===== src/rtl/adc_hs_pkg.sv =====
package adc_hs_pkg;
  typedef enum logic [2:0] {
    ST_IDLE,
    ST_SAMPLE,
    ST_WAIT,
    ST_SETTLE,
    ST_RELEASE
  } hs_state_t;
endpackage


===== src/rtl/adc_hs_sync.sv =====
module adc_hs_sync #(
  parameter int   STAGES  = 2,
  parameter logic RST_VAL = 1'b1
) (
  input  logic clk,
  input  logic rst,
  input  logic d,
  output logic q
);
  logic [STAGES-1:0] sr;

  for (genvar i = 0; i < STAGES; i++) begin : g_stage
    if (i == 0) begin : g_first
      always_ff @(posedge clk) begin
        if (rst) sr[0] <= RST_VAL;
        else     sr[0] <= d;
      end
    end else begin : g_next
      always_ff @(posedge clk) begin
        if (rst) sr[i] <= RST_VAL;
        else     sr[i] <= sr[i-1];
      end
    end
  end

  assign q = sr[STAGES-1];
endmodule


===== src/rtl/adc_hs_timer.sv =====
module adc_hs_timer #(
  parameter int W = 8
) (
  input  logic         clk,
  input  logic         rst,
  input  logic         load,
  input  logic [W-1:0] load_val,
  output logic         zero
);
  logic [W-1:0] cnt;

  always_ff @(posedge clk) begin
    if (rst)              cnt <= '0;
    else if (load)        cnt <= load_val;
    else if (cnt != '0)   cnt <= cnt - 1'b1;
  end

  assign zero = (cnt == '0);
endmodule


===== src/rtl/adc_hs_ctrl.sv =====
module adc_hs_ctrl
  import adc_hs_pkg::*;
#(
  parameter int DATA_W      = 10,
  parameter int SAMPLE_CYC  = 50,
  parameter int SETTLE_CYC  = 4,
  parameter int TIMEOUT_CYC = 400,
  parameter int SYNC_STAGES = 2
) (
  input  logic              clk,
  input  logic              rst,
  input  logic              start_i,
  input  logic              tied_mode_i,
  input  logic              irq_n_i,
  input  logic [DATA_W-1:0] adc_data_i,
  output logic              cs_n_o,
  output logic              sh_n_o,
  output logic              rd_n_o,
  output logic              res_valid_o,
  output logic [DATA_W-1:0] res_data_o,
  output logic              timeout_o
);
  localparam int MAX_AB = (SAMPLE_CYC > SETTLE_CYC) ? SAMPLE_CYC : SETTLE_CYC;
  localparam int MAX_C  = (MAX_AB > TIMEOUT_CYC) ? MAX_AB : TIMEOUT_CYC;
  localparam int CNT_W  = $clog2(MAX_C + 1);

  hs_state_t  state, nxt;
  logic       irq_s;
  logic       tmr_ld, tmr_zero;
  logic [CNT_W-1:0] tmr_val;
  logic       tied_q, tied_d;
  logic       cs_d, sh_d, rd_d, valid_d, err_d, cap;

  adc_hs_sync #(.STAGES(SYNC_STAGES), .RST_VAL(1'b1)) u_sync (
    .clk(clk), .rst(rst), .d(irq_n_i), .q(irq_s)
  );

  adc_hs_timer #(.W(CNT_W)) u_tmr (
    .clk(clk), .rst(rst), .load(tmr_ld), .load_val(tmr_val), .zero(tmr_zero)
  );

  always_comb begin
    nxt     = state;
    tmr_ld  = 1'b0;
    tmr_val = '0;
    tied_d  = tied_q;
    cs_d    = cs_n_o;
    sh_d    = sh_n_o;
    rd_d    = rd_n_o;
    valid_d = 1'b0;
    err_d   = 1'b0;
    cap     = 1'b0;
    unique case (state)
      ST_IDLE: begin
        if (start_i) begin
          nxt     = ST_SAMPLE;
          tmr_ld  = 1'b1;
          tmr_val = CNT_W'(SAMPLE_CYC - 1);
          tied_d  = tied_mode_i;
          cs_d    = 1'b0;
          sh_d    = 1'b0;
          rd_d    = ~tied_mode_i;
        end
      end
      ST_SAMPLE: begin
        if (tmr_zero) begin
          nxt     = ST_WAIT;
          tmr_ld  = 1'b1;
          tmr_val = CNT_W'(TIMEOUT_CYC - 1);
          if (!tied_q) sh_d = 1'b1;
        end
      end
      ST_WAIT: begin
        if (!irq_s) begin
          nxt     = ST_SETTLE;
          tmr_ld  = 1'b1;
          tmr_val = CNT_W'(SETTLE_CYC - 1);
          rd_d    = 1'b0;
        end else if (tmr_zero) begin
          nxt   = ST_IDLE;
          err_d = 1'b1;
          cs_d  = 1'b1;
          sh_d  = 1'b1;
          rd_d  = 1'b1;
        end
      end
      ST_SETTLE: begin
        if (tmr_zero) begin
          nxt     = ST_RELEASE;
          cap     = 1'b1;
          valid_d = 1'b1;
          cs_d    = 1'b1;
          sh_d    = 1'b1;
          rd_d    = 1'b1;
        end
      end
      ST_RELEASE: begin
        if (irq_s) nxt = ST_IDLE;
      end
      default: nxt = ST_IDLE;
    endcase
  end

  always_ff @(posedge clk) begin
    if (rst) begin
      state       <= ST_IDLE;
      tied_q      <= 1'b0;
      cs_n_o      <= 1'b1;
      sh_n_o      <= 1'b1;
      rd_n_o      <= 1'b1;
      res_valid_o <= 1'b0;
      timeout_o   <= 1'b0;
      res_data_o  <= '0;
    end else begin
      state       <= nxt;
      tied_q      <= tied_d;
      cs_n_o      <= cs_d;
      sh_n_o      <= sh_d;
      rd_n_o      <= rd_d;
      res_valid_o <= valid_d;
      timeout_o   <= err_d;
      if (cap) res_data_o <= adc_data_i;
    end
  end
endmodule


===== config.mk =====
export PLATFORM = sky130hd
export DESIGN_NAME = adc_hs_ctrl
export DESIGN_NICKNAME = d
export VERILOG_FILES = /design/src/rtl/adc_hs_pkg.sv /design/src/rtl/adc_hs_sync.sv /design/src/rtl/adc_hs_timer.sv /design/src/rtl/adc_hs_ctrl.sv
export SDC_FILE = /design/constraint.sdc
export NUM_CORES = 1
export LEC_CHECK = 0
export BUFFER_PORTS_ARGS = -buffer_cell sky130_fd_sc_hd__buf_2
export CAP_MARGIN = 20
export CORE_AREA = 2 2 52 54
export CTS_CLUSTER_SIZE = 28
export DETAILED_ROUTE_END_ITERATION = 6
export DIE_AREA = 0 0 54 56
export PLACE_DENSITY = 0.79
export SLEW_MARGIN = 20
export SYNTH_ARGS = -nofsm -noshare
export SYNTH_HDL_FRONTEND = slang
export SYNTH_SLANG_ARGS = --single-unit
export TNS_END_PERCENT = 1

===== constraint.sdc =====
create_clock -name clk -period 4.4 [get_ports clk]
set_clock_uncertainty 0.2 [all_clocks]
set_input_delay 0.22 -clock clk [delete_from_list [all_inputs] [get_ports clk]]
set_output_delay 0.22 -clock clk [all_outputs]
set_load 0.1 [all_outputs]

==> metrics.md <==
| Metric | Value |
|---|---|
| Gr usage total | 20.6% |
| Final setup fails | 0 |
| Cell Area, Synth | 1310 um^2 |
| CP max stage cell | nand4_2 |
| Status | finished clean |
| Clk sink count | 30 |
| Final period util | 49.3% |
| Final hold vios | 0 |
| Core Area | 2430 um^2 |
| CTS Buf Count | 5 |
| Dominant synthesized flop cell | dfxtp_1 |
| Drt via density | 5.40 |
| Layout filler cell count | 196 |
| Crit path DAT | 2.18 ns |
| Row cnt | 18 |
| Synth-to-Final Area Change | 24.1% |
| Leakage | 0.000765 uW |
| CP Cell Sequence | inv_1 > ha_1 > nor4b_2 > nand4_2 > mux2i_1 > nor2_1 |
| Setup tns final | 0 ns |
| Die Ht | 56 um |
| Synthesis-stage register bit count | 30 |
| Largest cells by area after synthesis | dfxtp_1 46%, mux2i_1 9.2%, nor2_1 4.9% |
| Critical path peak fanout | 12 |
| Clock H-tree levels | 2 |
| Final antenna-violating net count | 0 |
| Routed length per instance | 13.4 um |
| Chip width | 54 um |
| Worst Path Required | 4.41 ns |
| Layout cells sized above 1 | 26.4% |
| Largest net degree at the start of global routing | 23 |
| Vias | 1101 |
| Max Slew Vio Count | 0 |
| Max_slew headroom | 67.6% |
| Drt first-iter violations | 28 |
| Minimum clock period | 2.17 ns |
| Unrepaired setup endpoints after global routing | false |
| Max VDD drop | 0.361 mV |
| Async set-reset flop share out of synthesis | 0% |
| Buffers on Ports | 29 |
| Post-route design area | 1630 um^2 |
| Clock Path Buffers | 2 |
| Post-Syn Nets | 149 |
| Synth warnings | 0 |
| Max Freq | 461 MHz |
| Slew @ Worst Pin | 0.486 ns |
| Power Density | 554 nW/um^2 |
| TritonCTS clock tree | yes |
| Post-placement cell count | 184 |
| First-pass DRT Iterations | 5 |
| Top cell type's share of synthesized area | 45.8% |
| CP Capture Type | flip-flop |
| Final Net Count | 189 |
| Non-Filler Instances | 204 |
| Post-synth EDFFs | 0 |
| First-pass GRT wire length | 4550 um |
| Routed wire length | 2740 um |
| Vias in the first global route | 1050 |
| Resize count post-CTS | 0 |
| Clock Latency Late Sink | 0.33 ns |
| Initial Util | 54.0% |
| Placed Area | 1450 um^2 |
| Yosys top cell by area | dfxtp_1 |
| Startpoint types | flip-flop |
| Total setup buffers inserted after CTS | 0 |
| HPWL Detailed | 1800 um |
| Remaining global-route overflow | 0 |
| I/O Pins | 30 |
| Synthesized instance count | 133 |
| Seq/Total Area, Yosys | 45.8% |
| Gpl congestion | 0.849 |
| Initial antenna violation count | 0 |
| Max-cap viol count | 0 |
| CTS Root Cell | clkbuf_4 |
| Type of the tightest min-delay check | input pin to flip-flop |
| Clk slew on worst S/H paths | 0.10 ns |
| N_diodes | 0 |
| DRC errors left | 0 |
| Die area | 3020 um^2 |
| Cell variety after synth | 43 |
| Crit path kind | flip-flop to flip-flop |
| Worst path max stage delay | 0.47 ns |
| Most frequent cell after synthesis | dfxtp_1 |
| Top cells by count, synth | 30 x dfxtp_1, 17 x nor2_1, 12 x mux2i_1 |
| Mean Syn Cell Area | 9.87 um^2 |
[cell type report]
| type | count | area, um^2 | area share [%] |
|---|---|---|---|
| tap | 30 | 37.5 | 2.30 |
| sequential | 30 | 601 | 36.9 |
| multi-input combinational | 92 | 654 | 40.2 |
| clock inverter | 1 | 5.00 | 0.307 |
| timing repair buffer | 41 | 265 | 16.3 |
| clock buffer | 7 | 55.1 | 3.38 |
| inverter | 3 | 11.3 | 0.691 |
[flip-flops by register name (all words and copies together), names as in the netlist]
| signal | flops |
|---|---|
| res_data_o | 10 |
| u_tmr.cnt | 9 |
| state | 3 |
| cs_n_o | 1 |
| rd_n_o | 1 |
| res_valid_o | 1 |
| sh_n_o | 1 |
| tied_q | 1 |
| timeout_o | 1 |
| u_sync.q | 1 |
| u_sync.sr | 1 |
[layout by cell type, fill, tap and decap left out, drive strengths merged, types with 2 or more instances in the layout]
| cell type | count |
|---|---|
| nand3 | 2 |
| inv | 3 |
| nand2 | 8 |
| buf | 29 |
| o22ai | 2 |
| dfxtp | 30 |
| clkbuf | 7 |
| xnor2 | 3 |
| dlygate4sd3 | 12 |
| nand3b | 2 |
| o311ai | 2 |
| or2 | 3 |
| o31ai | 3 |
| nand2b | 5 |
| mux2i | 12 |
| o21ai | 2 |
| nor4 | 3 |
| nor3b | 2 |
| a21oi | 8 |
| nor2 | 17 |
[what timing repair did]
item / CTS / global route
hold buffers: 12 / 0
hold endpoints to repair: 12 / 0
endpoints found under the setup margin: 0 / 0
[cell families (layout without fill, tap and decap cells)]
group / after synthesis / count (layout) / share of synthesized area (%)
xor gates and xnor gates: 4 / 4 / 2.67
muxes: 12 / 12 / 9.15
buffers and inverters: 11 / 52 / 4.38
AOI/OAI and AO/OA: 26 / 26 / 13.4
DFF: 30 / 30 / 45.8
and+or+nand+nor: 49 / 49 / 23.6
adders and majority gates: 1 / 1 / 0.953
[per-layer routing]
layer | vias up | GRT usage (%) | wire [um]
li1 | 556 | - | -
met1 | 502 | 24.7 | 1200
met2 | 36 | 32.9 | 1350
met5 | - | 0 | 0
met3 | 7 | 5.91 | 129
met4 | 0 | 9.64 | 53
[per-stage QoR]
step	hold slack, ns	worst slack, ns	util (%)	power, uW
6_report	0.0745	2.23	67.0	903
5_1_grt	0.0861	2.06	67.0	968
4_1_cts	0.0694	2.27	67.0	912
3_5_place_dp	0.198	2.28	59.6	735
3_3_place_gp	0.191	2.38	59.6	718
2_1_floorplan	0.124	2.63	-	679
[final timing paths]
check,startpoint,to,slack (ns),cells after the start
setup / recovery,u_tmr.cnt[0],res_data_o[4],2.23,6
hold / removal,rst,res_valid_o,0.07,2
setup reg to reg,u_tmr.cnt[0],res_data_o[4],2.23,6
hold reg to reg,u_sync.sr[0],u_sync.q,0.22,1
[report_power, final]
| group | internal [uW] | total (uW) | leakage, uW | switching (uW) |
|---|---|---|---|---|
| Sequential | 317 | 380 | 0.000245 | 63.0 |
| Clock | 77.3 | 168 | 0.0000353 | 90.9 |
| Combinational | 152 | 354 | 0.000484 | 203 |
| Total | 546 | 903 | 0.000765 | 357 |
[worst max-delay path: cells and delay by family (launching register included)]
kind	cells	cell delay [ns]
buffers and inverters	1	0.09
DFF	1	0.35
and+or+nand+nor	3	0.89
muxes	1	0.33
adders and majority gates	1	0.19
Note: power is estimated with default switching activity, not from simulation.
